===== config.mk =====
export PLATFORM = sky130hd
export DESIGN_NAME = intr_route_regwin
export DESIGN_NICKNAME = d
export VERILOG_FILES = /design/src/rtl/irw_pkg.sv /design/src/rtl/irw_sel_decode.sv /design/src/rtl/irw_entry_slot.sv /design/src/rtl/irw_read_mux.sv /design/src/rtl/intr_route_regwin.sv
export SDC_FILE = /design/constraint.sdc
export NUM_CORES = 2
export LEC_CHECK = 0
export ABC_AREA = 1
export BUFFER_PORTS_ARGS = -buffer_cell sky130_fd_sc_hd__buf_4
export CORE_AREA = 2 2 369 371
export CTS_CLUSTER_DIAMETER = 50
export DETAILED_ROUTE_END_ITERATION = 8
export DIE_AREA = 0 0 371 373
export PLACE_DENSITY = 0.82
export REMOVE_ABC_BUFFERS = 1
export SLEW_MARGIN = 10
export SYNTH_ARGS = -nofsm -noshare
export SYNTH_HDL_FRONTEND = slang
export SYNTH_SLANG_ARGS = --single-unit

===== constraint.sdc =====
create_clock -name clk -period 3.25 [get_ports clk]
set_input_delay 0.325 -clock clk [delete_from_list [all_inputs] [get_ports clk]]
set_output_delay 0.325 -clock clk [all_outputs]
set_load 0.05 [all_outputs]

===== src/rtl/irw_pkg.sv =====
package irw_pkg;

  localparam int ENT_W    = 64;
  localparam int B_BUSY   = 12;
  localparam int B_REMOTE = 14;
  localparam int B_LEVEL  = 15;
  localparam int B_MASK   = 16;
  localparam logic [ENT_W-1:0] ENT_RESET = 64'h0000_0000_0001_0000;

  localparam logic [7:0] OFF_SELECT = 8'h00;
  localparam logic [7:0] OFF_WINDOW = 8'h10;
  localparam logic [7:0] SEL_ENTRY0 = 8'h10;

  typedef enum logic [2:0] {
    SK_ID,
    SK_VER,
    SK_ARB,
    SK_ENT,
    SK_NONE
  } sel_kind_e;

endpackage


===== src/rtl/irw_sel_decode.sv =====
module irw_sel_decode
  import irw_pkg::*;
#(
  parameter int NPINS = 24,
  parameter int IW    = $clog2(NPINS)
) (
  input  logic [7:0]    sel,
  output sel_kind_e     kind,
  output logic [IW-1:0] idx,
  output logic          upper
);

  logic [7:0] rel;

  assign rel   = (sel - SEL_ENTRY0) >> 1;
  assign upper = sel[0];

  always_comb begin
    idx  = '0;
    kind = SK_NONE;
    case (sel)
      8'h00:   kind = SK_ID;
      8'h01:   kind = SK_VER;
      8'h02:   kind = SK_ARB;
      default: begin
        if (sel >= SEL_ENTRY0 && int'(rel) < NPINS) begin
          kind = SK_ENT;
          idx  = rel[IW-1:0];
        end
      end
    endcase
  end

endmodule


===== src/rtl/irw_entry_slot.sv =====
module irw_entry_slot
  import irw_pkg::*;
(
  input  logic             clk,
  input  logic             rst_n,
  input  logic             wr_lo,
  input  logic             wr_hi,
  input  logic [31:0]      wdata,
  input  logic             remote_set,
  input  logic             remote_clr,
  input  logic             busy_set,
  input  logic             busy_clr,
  output logic [ENT_W-1:0] entry_q,
  output logic             mask_toggle
);

  logic [ENT_W-1:0] nxt;
  logic             wr_any;

  assign wr_any      = wr_lo | wr_hi;
  assign mask_toggle = wr_lo && (wdata[B_MASK] != entry_q[B_MASK]);

  always_comb begin
    nxt = entry_q;
    if (wr_lo) nxt[31:0]  = wdata;
    if (wr_hi) nxt[63:32] = wdata;
    // status bits belong to the delivery side: restore, then apply strobes
    nxt[B_BUSY]   = (entry_q[B_BUSY] | busy_set) & ~busy_clr;
    nxt[B_REMOTE] = (entry_q[B_REMOTE] | remote_set) & ~remote_clr;
    if (wr_any && !nxt[B_LEVEL]) nxt[B_REMOTE] = 1'b0;
  end

  always_ff @(posedge clk) begin
    if (!rst_n) entry_q <= ENT_RESET;
    else        entry_q <= nxt;
  end

  p_busy_kept_r6: assert property (@(posedge clk) disable iff (!rst_n)
    (wr_any && !busy_set && !busy_clr) |=> (entry_q[B_BUSY] == $past(entry_q[B_BUSY])));

  p_edge_clear_r7: assert property (@(posedge clk) disable iff (!rst_n)
    wr_any |=> (entry_q[B_LEVEL] || !entry_q[B_REMOTE]));

  p_remote_hw_r12: assert property (@(posedge clk) disable iff (!rst_n)
    (remote_set && !remote_clr && !(wr_any && !nxt[B_LEVEL])) |=> entry_q[B_REMOTE]);

endmodule


===== src/rtl/irw_read_mux.sv =====
module irw_read_mux
  import irw_pkg::*;
#(
  parameter int         NPINS    = 24,
  parameter logic [7:0] VER_CODE = 8'h11,
  parameter int         IW       = $clog2(NPINS)
) (
  input  sel_kind_e                   kind,
  input  logic [IW-1:0]               idx,
  input  logic                        upper,
  input  logic [3:0]                  id_q,
  input  logic [NPINS-1:0][ENT_W-1:0] ent,
  output logic [31:0]                 data
);

  localparam logic [7:0] MAX_PIN = 8'(NPINS - 1);

  always_comb begin
    case (kind)
      SK_ID,
      SK_ARB:  data = {4'h0, id_q, 24'h0};
      SK_VER:  data = {8'h00, MAX_PIN, 8'h00, VER_CODE};
      SK_ENT:  data = upper ? ent[idx][63:32] : ent[idx][31:0];
      default: data = '1;
    endcase
  end

endmodule


===== src/rtl/intr_route_regwin.sv =====
module intr_route_regwin
  import irw_pkg::*;
#(
  parameter int         NPINS    = 24,
  parameter logic [7:0] VER_CODE = 8'h11
) (
  input  logic                       clk,
  input  logic                       rst_n,
  input  logic                       req_valid,
  output logic                       req_ready,
  input  logic                       req_write,
  input  logic [7:0]                 req_offset,
  input  logic [31:0]                req_wdata,
  output logic                       rsp_valid,
  input  logic                       rsp_ready,
  output logic [31:0]                rsp_rdata,
  input  logic [NPINS-1:0]           remote_set,
  input  logic [NPINS-1:0]           remote_clr,
  input  logic [NPINS-1:0]           busy_set,
  input  logic [NPINS-1:0]           busy_clr,
  output logic [NPINS*8-1:0]         pin_vector,
  output logic [NPINS*3-1:0]         pin_dlv_mode,
  output logic [NPINS-1:0]           pin_dst_logical,
  output logic [NPINS-1:0]           pin_busy,
  output logic [NPINS-1:0]           pin_active_low,
  output logic [NPINS-1:0]           pin_remote,
  output logic [NPINS-1:0]           pin_level,
  output logic [NPINS-1:0]           pin_mask,
  output logic [NPINS*8-1:0]         pin_dest,
  output logic                       mask_evt_valid,
  output logic [$clog2(NPINS)-1:0]   mask_evt_pin,
  output logic                       mask_evt_value,
  output logic                       cfg_evt_valid,
  output logic [$clog2(NPINS)-1:0]   cfg_evt_pin
);

  localparam int IW = $clog2(NPINS);

  logic [7:0]                  sel_q;
  logic [3:0]                  id_q;
  logic [NPINS-1:0][ENT_W-1:0] ent;
  logic [NPINS-1:0]            wr_lo, wr_hi, mtog;
  sel_kind_e                   dec_kind;
  logic [IW-1:0]               dec_idx;
  logic                        dec_upper;
  logic [31:0]                 win_rdata, rd_data;
  logic                        acc, win_wr, ent_wr;

  assign req_ready = !rsp_valid || rsp_ready;
  assign acc       = req_valid && req_ready;
  assign win_wr    = acc && req_write && (req_offset == OFF_WINDOW);
  assign ent_wr    = win_wr && (dec_kind == SK_ENT);

  irw_sel_decode #(.NPINS(NPINS), .IW(IW)) u_dec (
    .sel   (sel_q),
    .kind  (dec_kind),
    .idx   (dec_idx),
    .upper (dec_upper)
  );

  irw_read_mux #(.NPINS(NPINS), .VER_CODE(VER_CODE), .IW(IW)) u_rmux (
    .kind  (dec_kind),
    .idx   (dec_idx),
    .upper (dec_upper),
    .id_q  (id_q),
    .ent   (ent),
    .data  (win_rdata)
  );

  for (genvar g = 0; g < NPINS; g++) begin : g_pin
    assign wr_lo[g] = ent_wr && (dec_idx == IW'(g)) && !dec_upper;
    assign wr_hi[g] = ent_wr && (dec_idx == IW'(g)) &&  dec_upper;

    irw_entry_slot u_slot (
      .clk         (clk),
      .rst_n       (rst_n),
      .wr_lo       (wr_lo[g]),
      .wr_hi       (wr_hi[g]),
      .wdata       (req_wdata),
      .remote_set  (remote_set[g]),
      .remote_clr  (remote_clr[g]),
      .busy_set    (busy_set[g]),
      .busy_clr    (busy_clr[g]),
      .entry_q     (ent[g]),
      .mask_toggle (mtog[g])
    );

    assign pin_vector[g*8 +: 8]   = ent[g][7:0];
    assign pin_dlv_mode[g*3 +: 3] = ent[g][10:8];
    assign pin_dst_logical[g]     = ent[g][11];
    assign pin_busy[g]            = ent[g][B_BUSY];
    assign pin_active_low[g]      = ent[g][13];
    assign pin_remote[g]          = ent[g][B_REMOTE];
    assign pin_level[g]           = ent[g][B_LEVEL];
    assign pin_mask[g]            = ent[g][B_MASK];
    assign pin_dest[g*8 +: 8]     = ent[g][63:56];
  end

  always_comb begin
    case (req_offset)
      OFF_SELECT: rd_data = {24'h0, sel_q};
      OFF_WINDOW: rd_data = win_rdata;
      default:    rd_data = '0;
    endcase
  end

  always_ff @(posedge clk) begin
    if (!rst_n) begin
      sel_q <= '0;
      id_q  <= '0;
    end else if (acc && req_write) begin
      if (req_offset == OFF_SELECT) sel_q <= req_wdata[7:0];
      if (win_wr && dec_kind == SK_ID) id_q <= req_wdata[27:24];
    end
  end

  always_ff @(posedge clk) begin
    if (!rst_n) begin
      rsp_valid <= 1'b0;
      rsp_rdata <= '0;
    end else if (acc && !req_write) begin
      rsp_valid <= 1'b1;
      rsp_rdata <= rd_data;
    end else if (rsp_ready) begin
      rsp_valid <= 1'b0;
    end
  end

  always_ff @(posedge clk) begin
    if (!rst_n) begin
      mask_evt_valid <= 1'b0;
      mask_evt_pin   <= '0;
      mask_evt_value <= 1'b0;
      cfg_evt_valid  <= 1'b0;
      cfg_evt_pin    <= '0;
    end else begin
      mask_evt_valid <= |mtog;
      mask_evt_pin   <= dec_idx;
      mask_evt_value <= req_wdata[B_MASK];
      cfg_evt_valid  <= ent_wr;
      cfg_evt_pin    <= dec_idx;
    end
  end

  p_rsp_hold_r11: assert property (@(posedge clk) disable iff (!rst_n)
    (rsp_valid && !rsp_ready) |=> (rsp_valid && $stable(rsp_rdata)));

  p_evt_mask_r8: assert property (@(posedge clk) disable iff (!rst_n)
    mask_evt_valid |-> (pin_mask[mask_evt_pin] == mask_evt_value));

  p_evt_pair_r8: assert property (@(posedge clk) disable iff (!rst_n)
    mask_evt_valid |-> (cfg_evt_valid && cfg_evt_pin == mask_evt_pin));

endmodule


==> impl_results.md <==
* Synth cell types at 42
* Crit path arrival time at about 3.9 ns
* Setup TNS at 0 ns
* Worst VDD drop at between 0.5 and 0.6 mV
* Fin worst setup slack at just under 0.09 ns
* Status: finished clean
* Largest net degree at the start of global routing at ~200
* HPWL after detailed placement at around 180000 um
* Initial antenna violation count at 14
* Fmax at around 320 MHz
* First-pass GRT wire length at 435400 um
* Slew Limit Fails at 0
* Final period util at 97.25%
* Nets at slightly below 10000
* Hold Vio Cnt, Final at 0
* H-tree levels at 4
* Routed Antenna Nets at 0
* Reg area at 0.03182 sq mm
* Worst slack at placement at -0.06066 ns
* Drt via density at between 6 and 7
* Finished Layout Cells at ~12000
* Rows at about 140
* Total congestion overflow at 0
* Worst setup SP type: register
* Adder-cell share of the synthesized area at 0.03460%
* Post-Syn Instances at around 9800
* RSZ-0062 raised after global routing: yes
* Crit-path max FO at 9
* Fraction of layout cells with a size suffix above 1 at between 10% and 20%
* Via count at ~74000
* Initial Utilization at around 54%
* First-pass detailed-route iteration total at 7
* DIE AREA at about 0.14 sq mm
* Top cells by area, synth: dfxtp_1 44%, a21oi_1 9.2%, o21ai_0 8.0%
* Clk buf depth at 3
* Leak pwr at 35.34 nW
* Final wirelength at around 300000 um
* Setup Crit Path Kind: reg -> reg
* CP required at about 4 ns
* DRC at 0
* PwrDens at between 400 and 500 mW/mm^2
* Worst-Margin Slew at roughly 1.1 ns
* Synthesized cell area at ~0.072 sq mm
* Multiplexer share of the synthesized area at 0%
* Post-synthesis sequential element count at between 1500 and 2000
* Number of max-cap violations at 0
* Synth-to-Final Area Change at 16.37%
* Xor/xnor share of the synthesized area at 0.1816%
* Synth top area share at between 40% and 50%
* Minimum clock period at 3.161 ns
* Post-synthesis compound-gate area fraction at 25.43%
* GP Congestion at a little under 1
* Multi-input gate area at 0.03022 sq mm
* IO Pins at roughly 790
* Seq/Total Area, Yosys at between 40 and 50%
* Warning count from the yosys run at 0
* CTS buffer count at 168
* Num Clock Sinks at 1589
* Worst skew pair latency at 0.83 ns
* Fillcell total at 11170
* Core Area at 0.1346 sq mm
* Mean Syn Cell Area at between 7 and 8 sq um
* Tightest Hold Check Type: in -> reg
* Vias in the first global route at ~70000
* Clk_skew at 0.03031 ns
* Simple-gate share of the synthesized area at 15.52%
* Synth area leader: dfxtp_1
* GRT Overall Usage at about two fifths
* Die Ht at roughly 370 um
* CP Capture Type: register
* Dpl cells at roughly 11000
* Avg WL per Cell at ~26 um
* Clock-pin slew on the worst setup and hold paths at roughly 0.060 ns
* CTS root buf: clkbuf_16
* DRT iter0 DRCs at between 10000 and 15000
* Main combinational cell family by area after synthesis: compound AO/OA/AOI/OAI gates
* Slew Limit Headroom at 27.09%
* Setup violators final at 0
* Port-buffer cells at around 800
* Chip width at approximately 370 um
* CTS tree: yes
-- cells in the final DEF, fill, tap and decap left out, types with 8 or more instances in the layout --
cell	n
diode_2	15
inv_2	37
buf_12	149
bufinv_16	13
clkinv_2	23
nand3_4	8
inv_1	649
dlygate4sd3_1	133
o211ai_1	89
nor2_1	1299
o221ai_1	59
a211oi_1	412
o21ai_0	1157
nor3_1	28
nand2_1	969
nor2_2	9
clkbuf_8	28
xnor2_1	10
o22ai_1	58
nand4_1	65
buf_4	965
o21a_1	99
o2111ai_1	30
clkbuf_1	36
a21oi_1	1331
dfxtp_1	1587
nor2_4	44
clkbuf_16	174
inv_6	11
or2_2	158
nand3_1	132
o31ai_1	16
o21ai_1	15
-- power by group --
part | switching [W] | internal, W | leakage [nW]
Sequential | 0.0000349 | 0.0195 | 12.8
Combinational | 0.000962 | 0.000373 | 19.8
Clock | 0.00841 | 0.0114 | 2.74
Total | 0.00941 | 0.0313 | 35.3
-- cell usage after synthesis (all sizes together) --
cell        n
nor4        2
nand3     141
a21oi    1331
nor3       29
clkbuf    546
o22ai      58
clkinv      2
nand3b      3
dfxtp    1589
o31ai      16
o21ai    1175
a211oi    412
o211ai     89
a22oi       4
o22a        5
nand4      66
or2       165
o21a       99
o221ai     59
xnor2      10
o2111ai    30
buf       907
ha          2
a31oi       1
nand2     980
inv       689
xor2        5
nor2     1352
-- state kept, by name, indices dropped and copies added (netlist names) --
signal,cells
mask_evt_valid,1
id_q,4
rsp_valid,1
g_pin.u_slot.entry_q,1536
cfg_evt_valid,1
mask_evt_value,1
cfg_evt_pin,5
sel_q,8
rsp_rdata,32
-- worst max-delay path, cell delays in order, from the launching register on --
cell and delay (ns):
dfxtp_2 0.34, inv_2 0.12, ha_1 0.16, inv_1 0.05, nor2_2 0.15, inv_1 0.07
nand3_1 0.11, nor2_4 0.07, buf_12 0.15, nand2_2 0.18, nand2_8 0.16, nor2_4 0.16
buf_12 0.14, inv_2 0.03, nor2_1 0.14, inv_1 0.11, nor2_4 0.25, buf_12 0.16
buf_4 0.24, o21ai_0 0.11, a21oi_1 0.14
-- final cells by class --
type,instances,area share (%)
inverters,691,3.101
flip-flops and latches,1589,37.80
multi-input cells,6034,35.90
clock buffers,236,5.732
diodes,15,0.04460
well taps,1781,2.648
repair buffers,1252,13.86
clock inverters,62,0.9128
-- layer usage --
metal	vias to the layer above	GRT usage (%)	part of all wire [%]
met5	-	0	0.024
met4	10	28.84	8.6
met3	1707	14.20	15
met2	6072	60.39	41
met1	33870	51.05	35
li1	31940	-	-
-- through the flow --
step	cell area [sq um]	total power (W)	utilization (%)	hold WS, ns
6_report	84160	0.04070	62.52	0.04200
5_1_grt	84130	0.04140	62.49	0.08203
4_1_cts	83880	0.04050	62.31	0.01529
3_5_place_dp	76950	0.02111	57.16	0.4437
3_3_place_gp	76950	0.02110	57.16	0.4320
2_1_floorplan	64180	0.02039	-	0.4018
-- kinds of logic after synthesis --
logic type      after synthesis
fa+ha+maj                     2
buf+inv                    2144
compound gates             3279
xor+xnor                     15
simple gates               2738
flops                      1589
-- path summary, 6_finish.rpt --
check	start	end	slack (ns)	cells past startpoint
hold reg to reg	id_q[1]	id_q[1]	0.46	2
setup reg to reg	sel_q[4]	g_pin[1].u_slot.entry_q[13]	0.09	20
hold / removal	req_write	rsp_valid	0.04	5
setup / recovery	sel_q[4]	g_pin[1].u_slot.entry_q[13]	0.09	20
-- timing repair --
item,4_1_cts,5_1_grt
gates cloned,0,2
buffers inserted,0,11
resized for setup,3,14
endpoints found under the hold margin,434,0
hold buffers,133,0
pin swaps,0,6
setup endpoints to repair,2,356
Power figures use the tool's default switching activity.
